--- src/rtl/st_cap_pkg.sv ---
package st_cap_pkg;
   typedef enum logic [1:0] {
      ARM_READY   = 2'd0,
      ARM_HELD    = 2'd1,
      ARM_WAIT_LO = 2'd2,
      ARM_WAIT_HI = 2'd3
   } arm_state_t;
endpackage

--- src/rtl/st_slow_sync.sv ---
module st_slow_sync #(
   parameter int SYNC_STAGES = 2
) (
   input  logic clk,
   input  logic rst_n,
   input  logic slow_clk,
   output logic slow_lvl,
   output logic tick
);
   if (SYNC_STAGES < 2) begin : g_bad_stages
      $error("st_slow_sync: SYNC_STAGES must be at least 2");
   end

   logic [SYNC_STAGES-1:0] sync_q;
   logic                   lvl_d;

   always_ff @(posedge clk) begin
      if (!rst_n) begin
         sync_q <= '0;
         lvl_d  <= 1'b0;
      end else begin
         sync_q <= {sync_q[SYNC_STAGES-2:0], slow_clk};
         lvl_d  <= sync_q[SYNC_STAGES-1];
      end
   end

   assign slow_lvl = sync_q[SYNC_STAGES-1];
   assign tick     = slow_lvl & ~lvl_d;

   // a slow edge yields exactly one sample tick
   p_single_tick_r3: assert property (@(posedge clk) disable iff (!rst_n)
      tick |=> !tick);
endmodule

--- src/rtl/st_flag_select.sv ---
module st_flag_select #(
   parameter int PORT_W    = 2,
   parameter int PIN_W     = 3,
   parameter int NUM_PORTS = 4
) (
   input  logic [NUM_PORTS*(1<<PIN_W)-1:0] pin_flags,
   input  logic [PORT_W-1:0]               sel_port,
   input  logic [PIN_W-1:0]                sel_pin,
   output logic                            flag
);
   localparam int PINS  = 1 << PIN_W;
   localparam int TOTAL = NUM_PORTS * PINS;
   localparam int FULL  = 1 << (PORT_W + PIN_W);

   if (NUM_PORTS < 1 || NUM_PORTS > (1 << PORT_W)) begin : g_bad_ports
      $error("st_flag_select: NUM_PORTS out of range for PORT_W");
   end

   logic [FULL-1:0] padded;

   if (TOTAL == FULL) begin : g_full
      assign padded = pin_flags;
   end else begin : g_pad
      assign padded = {{(FULL-TOTAL){1'b0}}, pin_flags};
   end

   assign flag = padded[{sel_port, sel_pin}];
endmodule

--- src/rtl/st_rearm_ctrl.sv ---
module st_rearm_ctrl
   import st_cap_pkg::*;
(
   input  logic clk,
   input  logic rst_n,
   input  logic capture,
   input  logic clr_valid,
   input  logic slow_lvl,
   input  logic tick,
   output logic armed,
   output logic valid
);
   arm_state_t state_q, state_d;

   always_comb begin
      state_d = state_q;
      unique case (state_q)
         ARM_READY:   if (capture)   state_d = ARM_HELD;
         ARM_HELD:    if (clr_valid) state_d = ARM_WAIT_LO;
         ARM_WAIT_LO: if (!slow_lvl) state_d = ARM_WAIT_HI;
         ARM_WAIT_HI: if (tick)      state_d = ARM_READY;
         default:                    state_d = ARM_READY;
      endcase
   end

   always_ff @(posedge clk) begin
      if (!rst_n) state_q <= ARM_READY;
      else        state_q <= state_d;
   end

   assign armed = (state_q == ARM_READY);
   assign valid = (state_q == ARM_HELD);

   // arming only follows a slow rising edge
   p_arm_on_tick_r6: assert property (@(posedge clk) disable iff (!rst_n)
      $rose(armed) |-> $past(tick));
   // valid is held until software clears it
   p_valid_hold_r5: assert property (@(posedge clk) disable iff (!rst_n)
      (valid && !clr_valid) |=> valid);
endmodule

--- src/rtl/st_pin_capture.sv ---
module st_pin_capture
   import st_cap_pkg::*;
#(
   parameter int CNT_W       = 24,
   parameter int PORT_W      = 2,
   parameter int PIN_W       = 3,
   parameter int NUM_PORTS   = 4,
   parameter int SYNC_STAGES = 2
) (
   input  logic                            clk,
   input  logic                            rst_n,
   input  logic                            slow_clk,
   input  logic [CNT_W-1:0]                count,
   input  logic [NUM_PORTS*(1<<PIN_W)-1:0] pin_flags,
   input  logic [PORT_W-1:0]               sel_port,
   input  logic [PIN_W-1:0]                sel_pin,
   input  logic                            clr_valid,
   output logic [7:0]                      cap_b0,
   output logic [7:0]                      cap_b1,
   output logic [7:0]                      cap_b2,
   output logic                            valid
);
   localparam int SEL_W = PORT_W + PIN_W;

   if (CNT_W != 24) begin : g_bad_cnt
      $error("st_pin_capture: three byte outputs need CNT_W of 24");
   end

   logic slow_lvl, tick, flag, armed;

   st_slow_sync #(.SYNC_STAGES(SYNC_STAGES)) u_sync (
      .clk(clk), .rst_n(rst_n), .slow_clk(slow_clk),
      .slow_lvl(slow_lvl), .tick(tick));

   st_flag_select #(.PORT_W(PORT_W), .PIN_W(PIN_W), .NUM_PORTS(NUM_PORTS)) u_sel (
      .pin_flags(pin_flags), .sel_port(sel_port), .sel_pin(sel_pin), .flag(flag));

   logic [SEL_W-1:0] sel_q;
   logic             sel_chg, hist_q, primed_q, rise, capture;
   logic [CNT_W-1:0] cap_q;

   assign sel_chg = ({sel_port, sel_pin} != sel_q);
   assign rise    = tick && !sel_chg && primed_q && flag && !hist_q;
   assign capture = rise && armed;

   always_ff @(posedge clk) begin
      if (!rst_n) begin
         sel_q    <= '0;
         hist_q   <= 1'b0;
         primed_q <= 1'b0;
         cap_q    <= '0;
      end else begin
         sel_q <= {sel_port, sel_pin};
         if (sel_chg) begin
            primed_q <= 1'b0;
         end else if (tick) begin
            hist_q   <= flag;
            primed_q <= 1'b1;
         end
         if (capture) cap_q <= count + 1'b1;
      end
   end

   st_rearm_ctrl u_arm (
      .clk(clk), .rst_n(rst_n), .capture(capture), .clr_valid(clr_valid),
      .slow_lvl(slow_lvl), .tick(tick), .armed(armed), .valid(valid));

   assign cap_b0 = cap_q[7:0];
   assign cap_b1 = cap_q[15:8];
   assign cap_b2 = cap_q[23:16];

   // a capture appears only right after a sample tick
   p_cap_on_tick_r3: assert property (@(posedge clk) disable iff (!rst_n)
      $rose(valid) |-> $past(tick));
   // stored value is the sampled count plus one
   p_value_r4: assert property (@(posedge clk) disable iff (!rst_n)
      $rose(valid) |-> (cap_q == CNT_W'($past(count) + 1'b1)));
   // stored value is frozen while valid
   p_hold_r5: assert property (@(posedge clk) disable iff (!rst_n)
      valid |=> $stable(cap_q));
   // a selection change never yields a capture in the next cycle
   p_selchg_r8: assert property (@(posedge clk) disable iff (!rst_n)
      (sel_chg && !valid) |=> !valid);
endmodule

--- config.mk ---
export PLATFORM = sky130hd
export DESIGN_NAME = st_pin_capture
export DESIGN_NICKNAME = d
export VERILOG_FILES = /design/src/rtl/st_cap_pkg.sv /design/src/rtl/st_slow_sync.sv /design/src/rtl/st_flag_select.sv /design/src/rtl/st_rearm_ctrl.sv /design/src/rtl/st_pin_capture.sv
export SDC_FILE = /design/constraint.sdc
export NUM_CORES = 1
export LEC_CHECK = 0
export BUFFER_PORTS_ARGS = -buffer_cell sky130_fd_sc_hd__buf_2
export CORE_MARGIN = 10
export CORE_UTILIZATION = 52
export CTS_CLUSTER_SIZE = 10
export DETAILED_ROUTE_END_ITERATION = 8
export GPL_TIMING_DRIVEN = 1
export PLACE_DENSITY_LB_ADDON = 0.08
export SYNTH_ARGS = -nofsm -noshare
export SYNTH_HDL_FRONTEND = slang
export SYNTH_HIERARCHICAL = 1
export SYNTH_SLANG_ARGS = --single-unit
--- constraint.sdc ---
create_clock -name clk -period 6.56 [get_ports clk]
set_input_delay 1.312 -clock clk [delete_from_list [all_inputs] [get_ports clk]]
set_output_delay 1.312 -clock clk [all_outputs]
set_load 0.02 [all_outputs]
==> impl_metrics.py, run 1 <==
metrics = {
    "critical_path": {
        "cp.required_ps": 6770,
        "crit_fanout": 24,
        "start_kind": "input port",
        "r2r_start": "u_arm/state_q[1]$_SDFFE_PN0P_",
        "cp-end-kind": "register",
        "crit_end": "u_arm/state_q[0]$_SDFFE_PN0P_",
        "crit_start": "sel_pin[1]",
        "rr_endpoint": "u_arm/state_q[0]$_SDFFE_PN0P_",
        "rr_worst_depth": 9,
        "critPathKind": "in2reg",
        "r2r_setup_slack_ps": 4390,
        "cp.arrival_ps": 3890,
    },
    "timing": {
        "fin_crit_ps": 3677,
        "fin_setup_tns_ps": 0,
        "period_share_pct": 56.05,
        "hold_viol_final": 0,
        "setup_violations": 0,
        "grt_setup_unrepaired": "no",
        "fmax_mhz": 272.0,
        "max-slew-margin-rel_pct": 62.14,
        "skew_ps": 8.385,
        "slew_violations": 0,
        "hold_ws_ps": 437.7,
        "worstMarginPinSlew_ps": 567.9,
    },
    "yosys": {
        "synth.largest_area_cell": "dfxtp_1",
        "syn_area_per_cell_um2": 9.266,
        "synth_flop_cell": "dfxtp_1",
        "synth_edf_count": 0,
        "synth_area_um2": 2215,
        "yosysSeqAreaShare_pct": 32.54,
        "synth.distinct_cells": 41,
        "yosysMostFrequentCell": "dfxtp_1",
        "synth_common_cells": "dfxtp_1, nand2_1, mux2i_1",
        "yosys_warnings": 6,
        "ys_ff_latch": 36,
        "synth_area_leaders": "dfxtp_1, mux2i_1, xnor2_1, nand2_1, o211a_1",
        "syn-num-nets": 310,
        "async_reset_ff_share_pct": 0,
        "synth_cells": 239,
        "synth_top_area_share_pct": 32.54,
    },
    "outcome": {
        "status": "complete, no violations",
    },
    "routing": {
        "drt_iter0_drc": 108,
        "wl_per_cell_um": 14.65,
        "viasPerCell": 5.214,
        "ant_nets": 0,
        "drt_first_pass_iters": 4,
        "vias": 1976,
        "finalWirelength_mm": 5.551,
        "drc_errors": 0,
    },
    "layout": {
        "finalInstanceArea_um2": 2775,
        "synthToLayoutAreaGrowth_pct": 25.31,
        "layout.nets": 399,
        "utilization_pct": 68.39,
        "antenna_cells": 0,
        "layout-drive-gt1-share_pct": 35.56,
        "fillers": 335,
    },
    "pwr": {
        "power_density_nw_per_um2": 163.4,
        "ir_worst_vdd_mv": 0.1189,
        "power.leakage_nw": 1.301,
        "power.total_w": 0.0004535,
    },
    "clock_network": {
        "clk_latency_ps": 290,
        "cts_tree": "done",
        "cts_sinks": 36,
        "cts_resized": 0,
        "ctsHoldBuffers": 0,
        "cts-root-buf": "clkbuf_8",
        "cts.clk_slew.worst_paths_ps": 70,
        "numCtsBuffers": 5,
        "clockBufferDepth": 2,
        "post-cts-setup-buffers": 0,
        "htree_levels": 2,
    },
    "global_routing": {
        "gr-total-overflow": 0,
        "grtUsageTotal_pct": 14.69,
        "grt_pass1_wl_mm": 9.101,
        "antenna_found_initial": 0,
        "grt_max_degree": 39,
        "grt_pass1_vias": 1998,
    },
    "place": {
        "port_buffers": 89,
        "hpwl_mm": 4.386,
        "place.gp.congestion": 0.8247,
        "place_area_um2": 2681,
    },
    "floorplanning": {
        "die_w_um": 85.26,
        "core_um2": 4058,
        "start_util_pct": 54.58,
        "fp.dieH_um": 85.26,
        "fp-row-count": 23,
        "pin_count": 90,
        "die-area_um2": 7269,
    },
    "job": {
        "drv_cap": 0,
    },
    "min_path": {
        "min_path_cells": 1,
        "min_path_type": "reg2reg",
    },
}
## flip-flops by register name, indices dropped and copies added, names as in the netlist
register and count:
cap_q 24, primed_q 1, u_sync/sync_q 2, sel_q 5
u_sync/lvl_d 1, u_arm/state_q 2, hist_q 1
## metal layers
| layer | global-route usage (%) | part of all wire (%) |
|---|---|---|
| met5 | 0 | 0 |
| met4 | 4.491 | 1.3 |
| met3 | 6.788 | 8.6 |
| met2 | 23.91 | 47 |
| met1 | 16.68 | 43 |
## cells by family (layout without fill, tap and decap cells)
| kind of cell | after synthesis | after routing | synth area share, % |
|---|---|---|---|
| AOI/OAI and AO/OA | 50 | 50 | 15.59 |
| DFF | 36 | 36 | 32.54 |
| xor gates and xnor gates | 27 | 27 | 10.68 |
| muxes | 20 | 20 | 9.039 |
| adders and majority gates | 6 | 6 | 3.390 |
| and+or+nand+nor | 86 | 86 | 25.09 |
| buffers and inverters | 14 | 104 | 3.672 |
## how the worst min path moves through the flow
stage                                 from                     endpoint  slack [ps]
4_1_cts        u_sync/sync_q[0]$_SDFF_PN0_  u_sync/sync_q[1]$_SDFF_PN0_         440
3_5_place_dp   u_sync/sync_q[0]$_SDFF_PN0_  u_sync/sync_q[1]$_SDFF_PN0_         430
2_1_floorplan  u_sync/sync_q[0]$_SDFF_PN0_  u_sync/sync_q[1]$_SDFF_PN0_         410
3_3_place_gp   u_sync/sync_q[0]$_SDFF_PN0_  u_sync/sync_q[1]$_SDFF_PN0_         410
5_1_grt        u_sync/sync_q[0]$_SDFF_PN0_  u_sync/sync_q[1]$_SDFF_PN0_         460
6_report       u_sync/sync_q[0]$_SDFF_PN0_  u_sync/sync_q[1]$_SDFF_PN0_         440
## where the power goes
part	total (W)	internal, W	switching, W
registers	0.000222	0.000221	0.00000114
clock network	0.000163	0.0000853	0.0000778
logic	0.0000684	0.0000328	0.0000357
total	0.000454	0.000339	0.000115
## cell type report
type | instances | area [um2] | area share, %
multi-input combinational | 189 | 1419 | 51.13
clock inverter | 1 | 7.507 | 0.2705
inverter | 5 | 18.77 | 0.6763
clock buffer | 7 | 86.33 | 3.111
timing repair buffer | 91 | 460.4 | 16.59
sequential | 36 | 720.7 | 25.97
tap | 50 | 62.56 | 2.254
## layout by cell type (no fill, tap or decap), types with 3 or more instances in the layout
cell type,n
xor2_1,9
nand4_1,4
a21oi_2,4
and2_1,9
inv_1,5
nand2_1,24
nor3_2,3
clkbuf_8,6
nor2b_1,5
a21oi_1,14
mux2i_1,20
nand3_1,9
a22oi_1,4
nor2_1,6
xnor2_1,18
nor3_1,5
o211a_1,8
ha_1,6
o21ai_0,14
buf_2,89
o21ai_1,3
and3_1,3
dfxtp_1,36
## stage by stage
step / cells / worst slack [ps]
2_1_floorplan: 239 / 2952
3_3_place_gp: 371 / 2660
3_5_place_dp: 371 / 2576
4_1_cts: 379 / 2878
5_1_grt: 379 / 2652
6_report: 379 / 2883
## critical path, stage by stage
cell       delay (ps)
buf_2             390
mux2i_1           140
a22oi_1           200
nand4b_1          110
a21oi_1           130
a311o_1           150
nand4b_1          130
or2_1             260
nor3_2            110
buf_4             280
nor2b_1           110
a2111oi_4         340
mux2i_1           230
(Power assumes the default switching activity.)
==> run 2, diff against run 1 <==
- ABC_AREA: unset -> 1
- CORE_UTILIZATION: 52 -> 51
- clock period: 6.56 -> 3.8 ns (I/O delays scaled with it)
==> run 2 against run 1 <==
Effect of this change:
- setup slack worse by 1500 ps
- via count is 39% higher
- highest routed layer unchanged
- die area is 18% higher
- synthesized cell count is 92% higher
- critical endpoint unchanged
- non-clock buffer count is 1 higher
- largest cell class unchanged
- first-iteration DRC count is 17% higher
- cell count is 62% higher
- synthesized area is 21% higher
==> impl_metrics.py, run 2 <==
metrics = {
    "outcome": {
        "status": "complete, no violations",
    },
    "global_routing": {
        "grt_pass1_wl_mm": 11.58,
        "grt_max_degree": 36,
        "grtUsageTotal_pct": 15.71,
        "gr-total-overflow": 0,
        "grt_pass1_vias": 2735,
        "antenna_found_initial": 0,
    },
    "routing": {
        "ant_nets": 0,
        "vias": 2746,
        "wl_per_cell_um": 10.81,
        "drt_first_pass_iters": 4,
        "drc_errors": 0,
        "finalWirelength_mm": 6.638,
        "viasPerCell": 4.472,
        "drt_iter0_drc": 126,
    },
    "timing": {
        "fin_setup_tns_ps": 0,
        "fmax_mhz": 420.9,
        "hold_viol_final": 0,
        "period_share_pct": 62.53,
        "max-slew-margin-rel_pct": 59.12,
        "grt_setup_unrepaired": "no",
        "hold_ws_ps": 410.9,
        "skew_ps": 5.837,
        "worstMarginPinSlew_ps": 613.3,
        "setup_violations": 0,
        "setup_ws_ps": 1424,
        "fin_crit_ps": 2376,
        "slew_violations": 0,
    },
    "critical_path": {
        "crit_fanout": 20,
        "crit_buf_inv": 4,
        "cp-end-kind": "register",
        "r2r_setup_slack_ps": 1710,
        "start_kind": "input port",
        "path_cells": "buf_2, inv_6, nand2_1, nand3_1, nand3_1, nand2_1, nand2_1, nand2_1, nand2_1, nand2_1, nand3_2, inv_1, inv_1, nand2_1, nand2_1, nor2_4, nand2_1, nand2_1, nor2_1",
        "max_stage_delay_ps": 320,
        "crit_slowest_cell": "nand3_2",
        "critPathKind": "in2reg",
        "cp.required_ps": 4000,
        "cpLargestDelayFamily": "simple AND/OR/NAND/NOR gates",
        "cp.arrival_ps": 2570,
        "path_common_cell": "nand2_1",
    },
    "yosys": {
        "yosysMostFrequentCell": "nand2_1",
        "yosys_warnings": 6,
        "synth_area_leaders": "dfxtp_1, nand2_1, inv_1, nand3_1, nor2_1",
        "synth_flop_cell": "dfxtp_1",
        "synth_common_cells": "nand2_1, inv_1, nor2_1",
        "synth.distinct_cells": 24,
        "synth.largest_area_cell": "dfxtp_1",
        "async_reset_ff_share_pct": 0,
        "syn-num-nets": 529,
        "syn_area_per_cell_um2": 5.849,
        "synth_edf_count": 0,
        "synth_cells": 458,
        "synth_top_area_share_pct": 26.90,
        "ys_ff_latch": 36,
        "synth_area_um2": 2679,
        "yosysSeqAreaShare_pct": 26.90,
    },
    "clock_network": {
        "clockBufferDepth": 2,
        "cts-root-buf": "clkbuf_8",
        "clk_latency_ps": 290,
        "post-cts-setup-buffers": 0,
        "cts.clk_slew.worst_paths_ps": 80,
        "ctsHoldBuffers": 0,
        "numCtsBuffers": 5,
        "htree_levels": 2,
        "cts_tree": "done",
        "cts_resized": 0,
        "cts_sinks": 36,
    },
    "layout": {
        "synthToLayoutAreaGrowth_pct": 21.02,
        "final_common_cell": "nand2_1",
        "multiInputGateArea_um2": 1526,
        "largest_reg_flops": 24,
        "regMostFlops": "cap_q",
        "layout-drive-gt1-share_pct": 23.71,
        "antenna_cells": 0,
        "layout.nets": 614,
        "largestRegisters": "cap_q x24, sel_q x5",
        "regArea_um2": 720.7,
        "final_cell_mix": "nand2_1, buf_2, inv_1, nor2_1, nand3_1",
        "fillers": 515,
    },
    "place": {
        "hpwl_mm": 5.379,
        "port_buffers": 89,
        "dp_slack_ps": 1075,
        "place.gp.congestion": 0.9024,
    },
    "floorplanning": {
        "fp.dieH_um": 92.48,
        "core_um2": 5107,
        "die_w_um": 92.48,
        "die-area_um2": 8552,
        "fp-row-count": 26,
        "pin_count": 90,
        "start_util_pct": 52.45,
    },
    "min_path": {
        "min_path_type": "reg2reg",
    },
    "job": {
        "drv_cap": 0,
    },
    "pwr": {
        "power_density_nw_per_um2": 307.2,
        "power.leakage_nw": 1.790,
        "ir_worst_vdd_mv": 0.1910,
    },
}
## run 2: stage by stage
step	cells	utilization (%)	power [W]	cell area [um2]
6_report	614	63.47	0.0009958	3242
5_1_grt	614	63.47	0.001064	3242
4_1_cts	614	63.47	0.001005	3242
3_5_place_dp	606	61.29	0.0006703	3131
3_3_place_gp	606	61.29	0.0006652	3131
2_1_floorplan	458	-	0.0005927	2679
## run 2: final timing paths
check / endpoint / depth (start not counted) / startpoint
setup / recovery: u_arm/state_q[0]$_SDFFE_PN0P_ / 19 / sel_pin[0]
hold / removal: u_sync/sync_q[1]$_SDFF_PN0_ / 2 / u_sync/sync_q[0]$_SDFF_PN0_
setup reg to reg: u_arm/state_q[0]$_SDFFE_PN0P_ / 13 / u_arm/state_q[1]$_SDFFE_PN0P_
hold reg to reg: u_sync/sync_q[1]$_SDFF_PN0_ / 2 / u_sync/sync_q[0]$_SDFF_PN0_
## run 2: kinds of logic after synthesis
logic type               share of synthesized area [%]
AO/OA/AOI/OAI                                    1.588
XOR/XNOR                                         5.231
adder cells (fa/ha/maj)                          2.802
buffers and inverters                            16.11
flip-flops                                       26.90
AND/OR/NAND/NOR                                  47.36
## run 2: worst register-to-register path, cell delays in order (launching register included)
cell	delay, ps
dfxtp_1	350
inv_1	110
ha_1	180
nor3b_2	160
buf_4	270
nand3_2	350
inv_1	140
inv_1	50
nand2_1	50
nand2_1	80
nor2_4	110
nand2_1	60
nand2_1	60
nor2_1	40
## run 2: report_power, final
part | leakage, nW | switching [W] | internal [W]
logic | 1.44 | 0.000148 | 0.000105
registers | 0.292 | 0.0000133 | 0.000392
clock network | 0.0541 | 0.000142 | 0.000194
## run 2: final cells by class
class                      count  area share [%]
clock buffer                   5           2.123
clock inverter                 3           1.312
inverter                      86           10.11
multi-input combinational    322           47.09
sequential                    36           22.23
tap                           70           2.702
timing repair buffer          92           14.43
## run 2: metal layers
metal	wire length (um)	global-route usage (%)
met1	2929	17.94
met2	3080	27.41
met3	562	5.165
met4	66	4.242
met5	0	0
==> run 3, diff against run 2 <==
- clock period: 3.8 -> 2.4 ns (I/O delays scaled with it)
==> run 3 against run 2 <==
Effect of this change:
- via count rose by 2.5%
- total power rose by 50%
- register-to-register slack got worse by 890 ps
- critical path depth fell by 4
- clock power rose by 36%
- non-clock buffer count did not move
- critical path type unchanged
- largest cell class unchanged
- largest power group unchanged
==> impl_metrics.py, run 3 (synthesized netlist as in run 2, its figures left out) <==
metrics = {
    "timing": {
        "slew_violations": 0,
        "hold_viol_final": 0,
        "hold_ws_ps": 377.2,
        "fin_crit_ps": 1908,
        "fin_setup_tns_ps": 0,
        "period_share_pct": 79.51,
        "grt_setup_unrepaired": "no",
        "worstMarginPinSlew_ps": 637.0,
        "skew_ps": 8.627,
        "setup_violations": 0,
        "max-slew-margin-rel_pct": 57.53,
        "fmax_mhz": 524.0,
    },
    "clock_network": {
        "numCtsBuffers": 5,
        "cts_tree": "done",
        "post-cts-setup-buffers": 0,
        "clockBufferDepth": 2,
        "cts.clk_slew.worst_paths_ps": 70,
        "ctsHoldBuffers": 0,
        "cts_resized": 0,
        "htree_levels": 2,
        "clk_latency_ps": 290,
        "cts_sinks": 36,
        "cts-root-buf": "clkbuf_8",
    },
    "layout": {
        "multiInputGateArea_um2": 1526,
        "layout-drive-gt1-share_pct": 23.53,
        "largestRegisters": "cap_q x24, sel_q x5",
        "fillers": 516,
        "utilization_pct": 63.38,
        "regArea_um2": 720.7,
        "final_common_cell": "nand2_1",
        "regMostFlops": "cap_q",
        "final_cell_mix": "nand2_1, buf_2, inv_1, nor2_1, nand3_1",
        "fin_cells": 614,
        "antenna_cells": 0,
        "largest_reg_flops": 24,
        "synthToLayoutAreaGrowth_pct": 20.83,
        "layout.nets": 614,
    },
    "floorplanning": {
        "die-area_um2": 8552,
        "pin_count": 90,
        "core_um2": 5107,
        "fp.dieH_um": 92.48,
        "fp-row-count": 26,
        "die_w_um": 92.48,
        "start_util_pct": 52.45,
    },
    "place": {
        "dp_cells": 606,
        "place.gp.congestion": 0.9079,
        "port_buffers": 89,
        "hpwl_mm": 5.379,
    },
    "global_routing": {
        "grt_max_degree": 36,
        "gr-total-overflow": 0,
        "grt_pass1_vias": 2684,
        "grtUsageTotal_pct": 15.48,
        "antenna_found_initial": 0,
        "grt_pass1_wl_mm": 11.42,
    },
    "routing": {
        "drc_errors": 0,
        "finalWirelength_mm": 6.680,
        "wl_per_cell_um": 10.88,
        "viasPerCell": 4.583,
        "ant_nets": 0,
        "drt_iter0_drc": 140,
        "vias": 2814,
        "drt_first_pass_iters": 4,
    },
    "critical_path": {
        "critPathKind": "in2reg",
        "crit_fanout": 28,
        "cp-end-kind": "register",
        "start_kind": "input port",
        "cp.arrival_ps": 2090,
        "cp.required_ps": 2580,
    },
    "pwr": {
        "switching_power_w": 0.0004800,
        "power.leakage_nw": 1.783,
        "p_int_w": 0.001019,
        "p_comb_share_pct": 26.7,
        "clkPwrFrac_pct": 30.4,
        "swShare_pct": 32.03,
        "ir_worst_vdd_mv": 0.2287,
        "power_density_nw_per_um2": 463.0,
        "pwr-share-seq_pct": 42.8,
    },
    "outcome": {
        "status": "complete, no violations",
    },
    "job": {
        "drv_cap": 0,
    },
    "min_path": {
        "min_path_type": "in2reg",
    },
}
==> run 3: worst paths after layout <==
| kind | start | end | slack (ps) | depth (start not counted) |
|---|---|---|---|---|
| setup / recovery | sel_pin[0] | cap_q[15]$_SDFFE_PN0P_ | 490 | 15 |
| hold / removal | slow_clk | u_sync/sync_q[0]$_SDFF_PN0_ | 380 | 3 |
| setup reg to reg | u_arm/state_q[0]$_SDFFE_PN0P_ | cap_q[15]$_SDFFE_PN0P_ | 820 | 8 |
| hold reg to reg | u_sync/sync_q[0]$_SDFF_PN0_ | u_sync/sync_q[1]$_SDFF_PN0_ | 410 | 2 |
==> run 3: power by group through the flow <==
stage | logic [W] | clock network, W | registers, W
after floorplan | 0.000287 | 0 | 0.000651
after global placement | 0.000393 | 0 | 0.000655
after detailed placement | 0.000402 | 0 | 0.000656
after CTS | 0.000404 | 0.000469 | 0.000642
after global routing | 0.000467 | 0.000494 | 0.000646
final | 0.000401 | 0.000456 | 0.000642
==> run 3: final cells by class <==
class	count	area share [%]
inverters	86	10.13
multi-input cells	322	47.16
well taps	70	2.706
flip-flops and latches	36	22.27
clock buffers	7	2.667
repair buffers	92	14.84
clock inverters	1	0.2319
==> run 3: critical path: stages <==
cell,delay (ps)
buf_2,320
inv_6,130
nand2_1,90
nand3_1,60
nand3_1,80
nand2_1,70
nand2_1,60
nand2_1,50
nand2_1,50
nand2_1,70
nand3_2,80
buf_4,320
nand2_1,90
nand2_1,70
nor2_1,40
==> run 3: metal layers <==
| metal | track usage [%] | share of wire, % |
|---|---|---|
| met1 | 16.86 | 42 |
| met2 | 27.35 | 47 |
| met3 | 5.973 | 9.6 |
| met4 | 4.242 | 1.3 |
| met5 | 0 | 0 |
==> run 3: per-stage QoR <==
step           setup WS, ps  instance area, um2  total power, W
3_3_place_gp          262.1                3143        0.001049
6_report              491.7                3237        0.001499
3_5_place_dp          194.7                3143        0.001058
5_1_grt               264.4                3237        0.001607
2_1_floorplan         370.4                2679       0.0009385
4_1_cts               504.7                3237        0.001516
